## config.mk

```make
export PLATFORM = sky130hd
export DESIGN_NAME = sbf_clk_lat
export DESIGN_NICKNAME = d
export VERILOG_FILES = /design/src/rtl/sbf_pkg.sv /design/src/rtl/sbf_burst_ctrl.sv /design/src/rtl/sbf_phase_gen.sv /design/src/rtl/sbf_lat_count.sv /design/src/rtl/sbf_clk_lat.sv
export SDC_FILE = /design/constraint.sdc
export NUM_CORES = 1
export LEC_CHECK = 0
export ABC_CLOCK_PERIOD_IN_PS = 7260
export CAP_MARGIN = 40
export CORE_MARGIN = 3
export CORE_UTILIZATION = 35
export CTS_CLUSTER_DIAMETER = 50
export CTS_CLUSTER_SIZE = 14
export DETAILED_ROUTE_END_ITERATION = 8
export PLACE_DENSITY = 0.65
export SLEW_MARGIN = 20
export SYNTH_ARGS = -nofsm -noshare
export SYNTH_HDL_FRONTEND = slang
export SYNTH_SLANG_ARGS = --single-unit
```

## constraint.sdc

```tcl
create_clock -name clk_i -period 7.26 [get_ports clk_i]
set_input_delay 0.726 -clock clk_i [delete_from_list [all_inputs] [get_ports clk_i]]
set_output_delay 0.726 -clock clk_i [all_outputs]
set_load 0.1 [all_outputs]
```

## src/rtl/sbf_pkg.sv

```systemverilog
package sbf_pkg;
  typedef enum logic {
    BST_IDLE = 1'b0,
    BST_RUN  = 1'b1
  } burst_st_e;

  localparam int unsigned SBF_LAT_OFS = 2;
endpackage

```

## src/rtl/sbf_burst_ctrl.sv

```systemverilog
module sbf_burst_ctrl #(
  parameter int unsigned DIV_W = 4,
  parameter int unsigned LAT_W = 4
) (
  input  logic             clk_i,
  input  logic             rst_ni,
  input  logic             burst_start_i,
  input  logic             burst_end_i,
  input  logic [DIV_W-1:0] div_i,
  input  logic [LAT_W-1:0] lat_i,
  output logic             run_q_o,
  output logic             run_nxt_o,
  output logic             start_acc_o,
  output logic [DIV_W-1:0] div_eff_o,
  output logic [LAT_W-1:0] lat_eff_o
);
  import sbf_pkg::*;

  localparam logic [DIV_W-1:0] DIV_MIN = {{(DIV_W-1){1'b0}}, 1'b1};

  burst_st_e        st_q, st_nxt;
  logic [DIV_W-1:0] div_q, div_fix;
  logic [LAT_W-1:0] lat_q;
  logic             start_acc, end_acc, cfg_en;

  always_comb begin
    start_acc = burst_start_i && (st_q == BST_IDLE);
    end_acc   = burst_end_i && (st_q == BST_RUN);
    cfg_en    = start_acc;
    div_fix   = (div_i == '0) ? DIV_MIN : div_i;
    st_nxt    = st_q;
    if (start_acc)    st_nxt = BST_RUN;
    else if (end_acc) st_nxt = BST_IDLE;
  end

  always_ff @(posedge clk_i or negedge rst_ni) begin
    if (!rst_ni) st_q <= BST_IDLE;
    else         st_q <= st_nxt;
  end

  always_ff @(posedge clk_i or negedge rst_ni) begin
    if (!rst_ni) begin
      div_q <= DIV_MIN;
      lat_q <= '0;
    end else if (cfg_en) begin
      div_q <= div_fix;
      lat_q <= lat_i;
    end
  end

  assign run_q_o     = (st_q == BST_RUN);
  assign run_nxt_o   = (st_nxt == BST_RUN);
  assign start_acc_o = start_acc;
  assign div_eff_o   = start_acc ? div_fix : div_q;
  assign lat_eff_o   = start_acc ? lat_i : lat_q;
endmodule

```

## src/rtl/sbf_phase_gen.sv

```systemverilog
module sbf_phase_gen #(
  parameter int unsigned DIV_W = 4
) (
  input  logic             clk_i,
  input  logic             rst_ni,
  input  logic             run_nxt_i,
  input  logic             start_acc_i,
  input  logic [DIV_W-1:0] div_eff_i,
  output logic             mem_clk_o,
  output logic             rise_nxt_o
);
  logic [DIV_W-1:0] ph_q, ph_nxt;
  logic [DIV_W:0]   per_w;
  logic [DIV_W-1:0] high_len;
  logic             mclk_q, mclk_nxt;

  always_comb begin
    per_w    = {1'b0, div_eff_i} + {{DIV_W{1'b0}}, 1'b1};
    high_len = per_w[DIV_W:1];
    if (!run_nxt_i || start_acc_i)   ph_nxt = '0;
    else if (ph_q == div_eff_i)      ph_nxt = '0;
    else                             ph_nxt = ph_q + {{(DIV_W-1){1'b0}}, 1'b1};
    mclk_nxt   = run_nxt_i && (ph_nxt < high_len);
    rise_nxt_o = run_nxt_i && (ph_nxt == '0);
  end

  always_ff @(posedge clk_i or negedge rst_ni) begin
    if (!rst_ni) begin
      ph_q   <= '0;
      mclk_q <= 1'b0;
    end else begin
      ph_q   <= ph_nxt;
      mclk_q <= mclk_nxt;
    end
  end

  assign mem_clk_o = mclk_q;
endmodule

```

## src/rtl/sbf_lat_count.sv

```systemverilog
module sbf_lat_count #(
  parameter int unsigned LAT_W = 4
) (
  input  logic             clk_i,
  input  logic             rst_ni,
  input  logic             run_nxt_i,
  input  logic             start_acc_i,
  input  logic             rise_nxt_i,
  input  logic [LAT_W-1:0] lat_eff_i,
  output logic             sample_o,
  output logic             first_valid_o
);
  localparam int unsigned IDX_W = LAT_W + 1;
  localparam logic [IDX_W-1:0] OFS = IDX_W'(sbf_pkg::SBF_LAT_OFS);

  logic [IDX_W-1:0] idx_q, idx_nxt, tgt;
  logic             smp_q, smp_nxt, vld_q, vld_nxt;

  always_comb begin
    tgt = {1'b0, lat_eff_i} + OFS;
    if (start_acc_i)                    idx_nxt = '0;
    else if (rise_nxt_i && idx_q != tgt) idx_nxt = idx_q + {{(IDX_W-1){1'b0}}, 1'b1};
    else                                idx_nxt = idx_q;
    smp_nxt = rise_nxt_i && (idx_nxt == tgt);
    vld_nxt = run_nxt_i && (vld_q || smp_nxt);
  end

  always_ff @(posedge clk_i or negedge rst_ni) begin
    if (!rst_ni) begin
      idx_q <= '0;
      smp_q <= 1'b0;
      vld_q <= 1'b0;
    end else begin
      idx_q <= idx_nxt;
      smp_q <= smp_nxt;
      vld_q <= vld_nxt;
    end
  end

  assign sample_o      = smp_q;
  assign first_valid_o = vld_q;
endmodule

```

## src/rtl/sbf_clk_lat.sv

```systemverilog
module sbf_clk_lat #(
  parameter int unsigned DIV_W = 4,
  parameter int unsigned LAT_W = 4
) (
  input  logic             clk_i,
  input  logic             rst_ni,
  input  logic             burst_start_i,
  input  logic             burst_end_i,
  input  logic [DIV_W-1:0] div_i,
  input  logic [LAT_W-1:0] lat_i,
  output logic             mem_clk_o,
  output logic             sample_o,
  output logic             first_valid_o
);
  logic             run_q, run_nxt, start_acc, rise_nxt;
  logic [DIV_W-1:0] div_eff;
  logic [LAT_W-1:0] lat_eff;

  sbf_burst_ctrl #(.DIV_W(DIV_W), .LAT_W(LAT_W)) ctrl_i (
    .clk_i(clk_i), .rst_ni(rst_ni),
    .burst_start_i(burst_start_i), .burst_end_i(burst_end_i),
    .div_i(div_i), .lat_i(lat_i),
    .run_q_o(run_q), .run_nxt_o(run_nxt), .start_acc_o(start_acc),
    .div_eff_o(div_eff), .lat_eff_o(lat_eff)
  );

  sbf_phase_gen #(.DIV_W(DIV_W)) phase_i (
    .clk_i(clk_i), .rst_ni(rst_ni),
    .run_nxt_i(run_nxt), .start_acc_i(start_acc), .div_eff_i(div_eff),
    .mem_clk_o(mem_clk_o), .rise_nxt_o(rise_nxt)
  );

  sbf_lat_count #(.LAT_W(LAT_W)) lat_i_u (
    .clk_i(clk_i), .rst_ni(rst_ni),
    .run_nxt_i(run_nxt), .start_acc_i(start_acc), .rise_nxt_i(rise_nxt),
    .lat_eff_i(lat_eff),
    .sample_o(sample_o), .first_valid_o(first_valid_o)
  );
endmodule

```

==> qor.txt <==
Endpoints failing setup = 0
Period Utilization, post-route = 0.520
Fmax = 265 MHz
Largest net degree at the start of global routing = 18
Slew margin rel. = 0.693
Yosys Warn Count = 0
Syn Nets = 177
Async set-reset flop share out of synthesis = 1.00
CP required = 7.41 ns
Top cells by count, synth = 20 x dfrtp_1, 14 x nand2_1, 11 x nor2_1, 11 x xor2_1
Clock tree from TritonCTS = built
Leak = 0.821 nW
Die width = 72.0 um
Initial antenna violation count = 0
Initial Util = 0.371
Final hold vios = 0
Fin util = 0.443
Arr. time, crit path = 3.93 ns
Total track usage = 0.139
DRT Wirelength = 3380 um
Core area = 4120 um^2
Switching Share = 0.418
Die ar. = 5190 um^2
Seq cells post-synth = 21
R2R Setup Slk = 3.92 ns
Share of post-route cells with drive strength above 1 = 0.125
Post-CTS Hold Buffers = 0
Startpoint type of the worst setup path = input port
Final instance area = 1820 um^2
Part of the power in registers = 0.338
Post-synthesis cell area = 1530 um^2
Most used DFF post-synth = dfrtp_1
Post-Layout Cell Count = 226
Ant. Diodes = 0
Latest clock arrival within the worst-skew pair = 0.27 ns
Clock tree sinks = 21
Pre-antenna DRT Iters = 5
Final Power = 472 uW
Post-synth EDFFs = 0
Fin. max-slew vios = 0
Clk slew on worst S/H paths = 0.08 ns
Status = finished clean
Synth area leader = dfrtp_1
Worst min-delay path class = flop to flop
Gr ovfl total = 0
Most frequent cell after synthesis = dfrtp_1
CP Capture Type = flop
Avg Synthesized Cell Area = 9.65 um^2
Via count = 1210
Iteration-0 DRC Markers = 68
Chip height = 72.0 um
Post-synthesis sequential area ratio = 0.345
Worst vdd ir = 0.0870 mV
DRC = 0
Comb pwr share = 0.491
Setup Buffers After CTS = 0
TritonCTS buffer count = 3
CP max FO = 11
Reg-to-Reg Start = ctrl_i.run_q_o$_DFF_PN0_
Vias in the first global route = 1264
Dpl cell area = 1760 um^2
RSZ-0062 raised after global routing = no
GPL Wtd Cong = 0.912
Pre-CTS worst setup slack = 3.03 ns
Clock group share of total power = 0.172
IO Count = 15
Clk root buf = clkbuf_8
Hold Crit Start = ctrl_i.lat_q[2]$_DFF_PN0_
Area share of the largest cell type after synthesis = 0.328
Worst-Margin Slew = 0.459 ns
Post-route setup slack = 3.48 ns
PostCTS Resize Cnt = 0
Wire per inst = 15.0 um
Worst hold slack = 0.513 ns
Clk_skew = 0.00141 ns
P&R area growth vs syn = 19.4%
First-pass GRT wire length = 5670 um
P_sw = 197 uW
HPWL reported at the end of detailed placement = 2600 um
Clock H-tree levels = 1
Max-Cap Viols = 0
Power density over cell area = 259 nW/um^2
Count of buffers from port buffering = 14
Final-layout fill cell count = 400
Top cells by area, synth = dfrtp_1 33%, xor2_1 6.3%, ha_1 5.7%
Nets = 196
Vias per inst = 5.35
Critical path class = input port to flop
Placed Cells = 221
Pint = 274 uW
Mapped Cells = 158
Distinct cell type count after synthesis = 44
Deepest clock path buffer count = 2
Final ANT Viol Nets = 0
Min Tclk post-route = 3.78 ns
Critical Path Source = burst_start_i
Row cnt = 23
Final setup TNS = 0 ns
==> routing by layer <==
metal  wire length [um]  vias to the layer above  track usage
li1                   -                      595            -
met1               1610                      586        0.178
met2               1590                       22        0.212
met3                 90                        7       0.0222
met4                 94                        0        0.100
met5                  0                        -            0
==> worst max-delay path, stage by stage <==
cell and delay [ns]:
clkdlybuf4s50_1 0.45, nand2b_1 0.34, buf_6 0.22, mux2_4 0.35, ha_1 0.25, xor2_1 0.28
nor3_1 0.08, a311o_1 0.37, nand4_4 0.14, nand4_2 0.14, xor2_1 0.18, o41ai_1 0.32
a211oi_1 0.09
==> power by group through the flow <==
stage | sequential [mW] | clock [mW] | combinational [mW]
after floorplan | 0.179 | 0 | 0.149
after global routing | 0.162 | 0.0877 | 0.253
final | 0.159 | 0.0810 | 0.231
after detailed placement | 0.161 | 0 | 0.228
after global placement | 0.161 | 0 | 0.209
after CTS | 0.159 | 0.0831 | 0.230
==> kinds of logic (layout without fill, tap and decap cells) <==
| kind of cell | Yosys count | count (layout) | synth area share |
|---|---|---|---|
| simple gates | 58 | 58 | 0.212 |
| compound gates | 25 | 25 | 0.135 |
| xor+xnor | 21 | 21 | 0.121 |
| flops | 21 | 21 | 0.345 |
| buf+inv | 16 | 34 | 0.0451 |
| mux | 10 | 10 | 0.0853 |
| fa+ha+maj | 7 | 7 | 0.0574 |
==> cell type report <==
cell class,count,area [um^2],share of cell area
sequential,21,527,0.289
timing repair buffer,20,219,0.120
tap,50,62.6,0.0343
clock buffer,3,41.3,0.0227
multi-input combinational,121,930,0.510
inverter,10,37.5,0.0206
clock inverter,1,5.00,0.00275
==> state kept, by name, summed over array words and instances, names as in the netlist <==
signal,count
phase_i.mem_clk_o,1
lat_i_u.sample_o,1
ctrl_i.run_q_o,1
ctrl_i.div_q,4
lat_i_u.first_valid_o,1
ctrl_i.lat_q,4
lat_i_u.idx_q,5
phase_i.ph_q,4
==> path summary, 6_finish.rpt <==
kind | endpoint | cells after the start
setup / recovery | lat_i_u.first_valid_o$_DFF_PN0_ | 13
hold / removal | ctrl_i.lat_q[2]$_DFF_PN0_ | 2
setup reg to reg | lat_i_u.first_valid_o$_DFF_PN0_ | 12
hold reg to reg | ctrl_i.lat_q[2]$_DFF_PN0_ | 2
max in group asynchronous | ctrl_i.div_q[0]$_DFF_PN1_ | 2
min in group asynchronous | phase_i.ph_q[3]$_DFF_PN0_ | 1
==> layout by cell type (no fill, tap or decap), types with 2 or more instances in the layout <==
master / instances
dfrtp_1: 20
nand2_1: 14
clkdlybuf4s50_1: 14
nor2_1: 11
xor2_1: 11
nor3_1: 10
inv_1: 10
xnor2_1: 10
mux2i_1: 7
ha_1: 7
nor2b_1: 5
nand2b_1: 4
nand3_1: 4
buf_8: 4
a21oi_1: 3
a31oi_1: 3
clkbuf_8: 3
mux2i_4: 2
a211oi_1: 2
o21ai_0: 2
a311o_1: 2
nand4_2: 2
a21o_1: 2
(Power assumes the default switching activity.)
